--- src/rtl/bdp_pkg.sv ---
package bdp_pkg;

    typedef enum logic [1:0] {
        BK_COND    = 2'b00,
        BK_JUMP    = 2'b01,
        BK_LOOP    = 2'b10,
        BK_CALLRET = 2'b11
    } br_kind_e;

    typedef enum logic [1:0] {
        PM_FIXED   = 2'b00,
        PM_HISTORY = 2'b01,
        PM_COUNTER = 2'b10,
        PM_ALIAS   = 2'b11
    } pred_mode_e;

    localparam int HIST_LEN = 3;
    typedef logic [HIST_LEN-1:0] hist_t;
    typedef logic [1:0] sat_t;

    localparam hist_t HIST_INIT = '0;
    localparam sat_t  SAT_INIT  = 2'b01;
    localparam sat_t  SAT_MAX   = 2'b11;
    localparam sat_t  SAT_MIN   = 2'b00;

    // Candidate answers from the three strategies for one entry.
    typedef struct packed {
        logic fixed;
        logic hist;
        logic ctr;
    } vote_t;

    function automatic logic fixed_guess(br_kind_e kind);
        return (kind != BK_COND);
    endfunction

    function automatic logic hist_majority(hist_t h);
        return (($countones(h) * 2) > HIST_LEN);
    endfunction

    function automatic logic sat_says(sat_t s);
        return s[1];
    endfunction

    function automatic sat_t sat_step(sat_t s, logic taken);
        sat_t n;
        n = s;
        if (taken && s != SAT_MAX) begin
            n = s + 2'd1;
        end else if (!taken && s != SAT_MIN) begin
            n = s - 2'd1;
        end
        return n;
    endfunction

    function automatic logic pick(pred_mode_e m, vote_t v);
        logic r;
        case (m)
            PM_HISTORY: r = v.hist;
            PM_COUNTER: r = v.ctr;
            default:    r = v.fixed;
        endcase
        return r;
    endfunction

endpackage

--- src/rtl/bdp_hist_table.sv ---
module bdp_hist_table
    import bdp_pkg::*;
#(
    parameter int IDX_W = 4
) (
    input  logic             clk,
    input  logic             rst,
    input  logic             wr_en,
    input  logic [IDX_W-1:0] wr_idx,
    input  logic             wr_taken,
    input  logic [IDX_W-1:0] rd_a_idx,
    input  logic [IDX_W-1:0] rd_b_idx,
    output hist_t            rd_a,
    output hist_t            rd_b
);
    localparam int ENTRIES = 1 << IDX_W;

    hist_t hist_q [ENTRIES];

    for (genvar e = 0; e < ENTRIES; e++) begin : g_entry
        always_ff @(posedge clk) begin
            if (rst) begin
                hist_q[e] <= HIST_INIT;
            end else if (wr_en && wr_idx == IDX_W'(e)) begin
                hist_q[e] <= {hist_q[e][HIST_LEN-2:0], wr_taken};
            end
        end
    end

    assign rd_a = hist_q[rd_a_idx];
    assign rd_b = hist_q[rd_b_idx];
endmodule

--- src/rtl/bdp_ctr_table.sv ---
module bdp_ctr_table
    import bdp_pkg::*;
#(
    parameter int IDX_W = 4
) (
    input  logic             clk,
    input  logic             rst,
    input  logic             wr_en,
    input  logic [IDX_W-1:0] wr_idx,
    input  logic             wr_taken,
    input  logic [IDX_W-1:0] rd_a_idx,
    input  logic [IDX_W-1:0] rd_b_idx,
    output sat_t             rd_a,
    output sat_t             rd_b
);
    localparam int ENTRIES = 1 << IDX_W;

    sat_t ctr_q [ENTRIES];

    for (genvar e = 0; e < ENTRIES; e++) begin : g_entry
        always_ff @(posedge clk) begin
            if (rst) begin
                ctr_q[e] <= SAT_INIT;
            end else if (wr_en && wr_idx == IDX_W'(e)) begin
                ctr_q[e] <= sat_step(ctr_q[e], wr_taken);
            end
        end
    end

    assign rd_a = ctr_q[rd_a_idx];
    assign rd_b = ctr_q[rd_b_idx];
endmodule

--- src/rtl/bdp_stats.sv ---
module bdp_stats #(
    parameter int CNT_W = 32
) (
    input  logic             clk,
    input  logic             rst,
    input  logic             lk_fire,
    input  logic             up_fire,
    input  logic             up_hit,
    output logic [CNT_W-1:0] lk_cnt,
    output logic [CNT_W-1:0] ok_cnt
);
    always_ff @(posedge clk) begin
        if (rst) begin
            lk_cnt <= '0;
            ok_cnt <= '0;
        end else begin
            if (lk_fire) begin
                lk_cnt <= lk_cnt + CNT_W'(1);
            end
            if (up_fire && up_hit) begin
                ok_cnt <= ok_cnt + CNT_W'(1);
            end
        end
    end
endmodule

--- src/rtl/branch_dir_predictor.sv ---
module branch_dir_predictor
    import bdp_pkg::*;
#(
    parameter int ID_W  = 8,
    parameter int IDX_W = 4,
    parameter int CNT_W = 32
) (
    input  logic             clk,
    input  logic             rst,
    input  logic [1:0]       mode,
    input  logic             lk_valid,
    input  logic [ID_W-1:0]  lk_id,
    input  logic [1:0]       lk_kind,
    output logic             lk_taken,
    input  logic             up_valid,
    input  logic [ID_W-1:0]  up_id,
    input  logic [1:0]       up_kind,
    input  logic             up_taken,
    output logic [CNT_W-1:0] lookup_count,
    output logic [CNT_W-1:0] correct_count
);
    logic [IDX_W-1:0] lk_idx;
    logic [IDX_W-1:0] up_idx;
    hist_t            lk_h;
    hist_t            up_h;
    sat_t             lk_c;
    sat_t             up_c;
    vote_t            lk_v;
    vote_t            up_v;
    pred_mode_e       mode_e;
    logic             up_hit;

    assign lk_idx = lk_id[IDX_W-1:0];
    assign up_idx = up_id[IDX_W-1:0];
    assign mode_e = pred_mode_e'(mode);

    bdp_hist_table #(.IDX_W(IDX_W)) i_hist (
        .clk      (clk),
        .rst      (rst),
        .wr_en    (up_valid),
        .wr_idx   (up_idx),
        .wr_taken (up_taken),
        .rd_a_idx (lk_idx),
        .rd_b_idx (up_idx),
        .rd_a     (lk_h),
        .rd_b     (up_h)
    );

    bdp_ctr_table #(.IDX_W(IDX_W)) i_ctr (
        .clk      (clk),
        .rst      (rst),
        .wr_en    (up_valid),
        .wr_idx   (up_idx),
        .wr_taken (up_taken),
        .rd_a_idx (lk_idx),
        .rd_b_idx (up_idx),
        .rd_a     (lk_c),
        .rd_b     (up_c)
    );

    always_comb begin
        lk_v.fixed = fixed_guess(br_kind_e'(lk_kind));
        lk_v.hist  = hist_majority(lk_h);
        lk_v.ctr   = sat_says(lk_c);
        up_v.fixed = fixed_guess(br_kind_e'(up_kind));
        up_v.hist  = hist_majority(up_h);
        up_v.ctr   = sat_says(up_c);
    end

    assign lk_taken = pick(mode_e, lk_v);
    assign up_hit   = (pick(mode_e, up_v) == up_taken);

    bdp_stats #(.CNT_W(CNT_W)) i_stats (
        .clk     (clk),
        .rst     (rst),
        .lk_fire (lk_valid),
        .up_fire (up_valid),
        .up_hit  (up_hit),
        .lk_cnt  (lookup_count),
        .ok_cnt  (correct_count)
    );
endmodule

--- config.mk ---
export PLATFORM = sky130hd
export DESIGN_NAME = branch_dir_predictor
export DESIGN_NICKNAME = d
export VERILOG_FILES = /design/src/rtl/bdp_pkg.sv /design/src/rtl/bdp_hist_table.sv /design/src/rtl/bdp_ctr_table.sv /design/src/rtl/bdp_stats.sv /design/src/rtl/branch_dir_predictor.sv
export SDC_FILE = /design/constraint.sdc
export NUM_CORES = 1
export LEC_CHECK = 0
export ABC_AREA = 1
export BUFFER_PORTS_ARGS = -buffer_cell sky130_fd_sc_hd__buf_2
export CAP_MARGIN = 20
export CORE_ASPECT_RATIO = 0.7
export CORE_MARGIN = 2
export CORE_UTILIZATION = 50
export DETAILED_ROUTE_END_ITERATION = 8
export PLACE_DENSITY = 0.73
export SETUP_SLACK_MARGIN = 0.3
export SYNTH_ARGS = -nofsm -noshare
export SYNTH_HDL_FRONTEND = slang
export SYNTH_SLANG_ARGS = --single-unit
--- constraint.sdc ---
create_clock -name clk -period 3 [get_ports clk]
set_input_delay 0.15 -clock clk [delete_from_list [all_inputs] [get_ports clk]]
set_output_delay 0.15 -clock clk [all_outputs]
set_load 0.02 [all_outputs]
==> impl_summary.log <==
[metrics] count of pins on the block boundary: 92
[metrics] CTS tree: built
[metrics] post-synthesis simple-gate area fraction: 0.300
[metrics] Horiz. Die Dim: ~160 um
[metrics] cell area after synthesis: about 8500 sq um
[metrics] xor and xnor fraction of the mapped netlist area: 0.0369
[metrics] global-route wire length before repair: around 38000 um
[metrics] gp weighted congestion: 1.00
[metrics] share of flip-flops with an asynchronous set or reset: 0
[metrics] vias in the first global route: about 7300
[metrics] switching fraction of total power: 0.264
[metrics] Power, Total: 4.83 mW
[metrics] share of cells above drive strength 1: 0.138
[metrics] commonest cells after routing, fill and taps aside: nand2_1 (248), nor2_1 (176), inv_1 (120)
[metrics] total number of vias: between 8000 and 9000
[metrics] outcome: completed
[metrics] initial antenna violation count: 0
[metrics] average footprint of a synthesized cell: 7.36 sq um
[metrics] largest vdd supply drop: 0.296 mV
[metrics] clock transition at the registers of the reported paths: roughly 0.07 ns
[metrics] number of buffers inserted to repair setup after CTS: 0
[metrics] clock period minus final worst setup slack: 2.53 ns
[metrics] worst path arrival time: 2.38 ns
[metrics] count of buffers from port buffering: 83
[metrics] cell repeated most along the worst path: nand3_1
[metrics] combinational group share of total power: 0.099
[metrics] largest buffer count on any clock path: 2
[metrics] Synth Flop Type: edfxtp_1
[metrics] Worst Clk Skew: between 0.01 and 0.015 ns
[metrics] Layout Nets: around 1300
[metrics] startpoint types: flop
[metrics] Routed WL per cell: ~16 um
[metrics] synthesized net count: about 1200
[metrics] Seq pwr share: 0.449
[metrics] maximum fanout count along the critical path: 3
[metrics] Congestion Overflow GR: 0
[metrics] post-route antenna net violation count: 0
[metrics] path class of the lowest-slack min-delay path: primary input to flop
[metrics] Pre-antenna DRT Iters: 5
[metrics] sum of negative setup slack: 0 ns
[metrics] relative max-transition margin: 0.506
[metrics] buffer cell driving the clock tree root: clkbuf_16
[metrics] largest family of logic cells by synthesized area: simple AND/OR/NAND/NOR gates
[metrics] power per cell area: approximately 490 nW/um^2
[metrics] net switching component of the power: about 1.3 mW
[metrics] final HPWL from detailed placement: 16900 um
[metrics] Max H-tree Level: 4
[metrics] Worst Path Required: 2.85 ns
[metrics] final wirelength: between 20000 and 25000 um
[metrics] slowest CP cell: edfxtp_1
[metrics] longest individual stage delay on the worst path: roughly 0.36 ns
[metrics] count of standard-cell rows: 39
[metrics] count of final setup violators: 0
[metrics] filler cell count in the final layout: between 1500 and 2000
[metrics] number of cells after detailed placement: 1440
[metrics] Post-synth EDFFs: 80
[metrics] maxcap violations: 0
[metrics] clock buffers created by TritonCTS: 17
[metrics] critical path cell sequence: inv_1, a21oi_1, o21ai_0, nand3_1, nand3_1, nand2_1, ha_1, and3_1, o21ai_1, a22oi_1, buf_2
[metrics] synthesized instance count: around 1200
[metrics] complex-gate fraction of the synthesized area: 0.140
[metrics] Fin. Hold Viols: 0
[metrics] multiplexer share of the synthesized area: 0
[metrics] Vias/cell: around 5.7
[metrics] leading cell type in the layout, fill and taps excluded: nand2_1
[metrics] Worst-Skew Late Latency: about 0.44 ns
[metrics] number of storage elements in the synthesis netlist: approximately 140
[metrics] number of warnings issued by yosys: 0
[metrics] Final period util: 0.845
[metrics] die height: around 110 um
[metrics] register area share after synthesis: 0.431
[metrics] number of inserted diodes: 0
[metrics] Syn-to-layout area delta: 14.4%
[metrics] share of power burned in the clock network: 0.452
[metrics] Core Footprint: around 17000 sq um
[metrics] worst slew pin tran: 0.734 ns
[metrics] unrepaired setup endpoints after global routing: false
[metrics] initial DRC count: approximately 1100
[metrics] number of slew-limit violations in the final report: 0
[metrics] area share of fa/ha/maj cells after synthesis: 0.00878
[metrics] gr usage total: 0.268
[metrics] Post-Route Hold Slack: approximately 0.065 ns
[metrics] number of distinct library cell variants in the gate-level netlist after synthesis: 40
[metrics] internal power: between 3 and 4 mW
[metrics] critical setup path kind: flop to primary output
[metrics] number of standard cells in the final layout excluding fillers: roughly 1500
[metrics] type of destination of the critical path: primary output
[metrics] pin count of the biggest net entering global routing: 50
[metrics] initial standard-cell utilization of the core: 0.517
[metrics] final routed DRC violation total: 0
[metrics] maximum clock frequency: approximately 400 MHz
[metrics] cell leakage power: 3.83 nW
[metrics] Die Area: 18200 sq um
[metrics] clock sinks: ~140
==> per-layer routing <==
metal	part of all wire	track usage	up-vias	wire [um]
li1	-	-	4056	-
met1	0.49	0.417	3839	11700
met2	0.40	0.364	453	9470
met3	0.10	0.0647	30	2450
met4	0.015	0.0787	0	366
met5	0	0	-	0
==> power groups by stage <==
stage                     logic (mW)  registers [mW]  clock network (mW)
after floorplan                0.325            2.20                   0
after CTS                      0.460            2.17                2.20
after global routing           0.527            2.18                2.28
after global placement         0.452            2.21                   0
after detailed placement       0.456            2.21                   0
final                          0.479            2.17                2.19
==> logic make-up after synthesis <==
logic type	count (synthesis)
AND/OR/NAND/NOR	587
AO/OA/AOI/OAI	214
buffers and inverters	174
flip-flops	144
XOR/XNOR	36
adder cells (fa/ha/maj)	6
==> state kept, by name (all words and copies together) (netlist names) <==
| name | cells |
|---|---|
| i_hist.hist_q | 48 |
| i_ctr.ctr_q | 32 |
| i_stats.lk_cnt | 32 |
| i_stats.ok_cnt | 32 |
==> final timing paths <==
check,startpoint,end,slack [ns],cells after the start
setup / recovery,i_hist.hist_q[5][0],lk_taken,0.47,11
hold / removal,lk_valid,i_stats.lk_cnt[0],0.06,3
setup reg to reg,i_hist.hist_q[5][0],i_stats.ok_cnt[30],0.52,14
hold reg to reg,i_stats.lk_cnt[27],i_stats.lk_cnt[27],0.48,2
==> synthesized netlist by cell type (11+ instances only) <==
master	instances	area (sq um)
nand2_1	248	931
nor2_1	176	661
inv_1	120	450
o21ai_0	86	430
edfxtp_1	80	2400
a21oi_1	67	335
dfxtp_1	64	1280
nand4_1	45	282
nand3_1	40	200
nor3_1	36	180
clkbuf_1	28	105
xor2_1	25	219
a31oi_1	17	106
nand2_2	17	106
xnor2_1	11	96.3
==> layout make-up <==
cell class / count / area (sq um) / share of cell area
Clock buffer: 24 / 548 / 0.0560
Sequential cell: 144 / 3680 / 0.377
Tap cell: 225 / 282 / 0.0288
Timing Repair Buffer: 100 / 559 / 0.0572
Multi-Input combinational cell: 844 / 4170 / 0.426
Clock inverter: 7 / 58.8 / 0.00601
Inverter: 128 / 480 / 0.0491
==> what timing repair did <==
item                                    in CTS  in global routing
endpoints found under the setup margin       0                 33
hold buffers                                 0                  0
gates resized for setup                      0                  4
==> critical path: cells and delay by family (launching register included) <==
family,cells,cell delay [ns]
buffers and inverters,2,0.32
DFF,1,0.36
adders and majority gates,1,0.28
AOI/OAI and AO/OA,4,0.45
and+or+nand+nor,4,0.54
==> per-stage QoR <==
step / setup WS [ns] / cell area [sq um] / utilization
2_1_floorplan: 0.837 / 8550 / -
4_1_cts: 0.378 / 9760 / 0.590
6_report: 0.466 / 9780 / 0.591
5_1_grt: 0.333 / 9780 / 0.591
3_5_place_dp: 0.120 / 9150 / 0.553
3_3_place_gp: 0.204 / 9150 / 0.553
No activity file was read; power rests on OpenSTA's default activity.
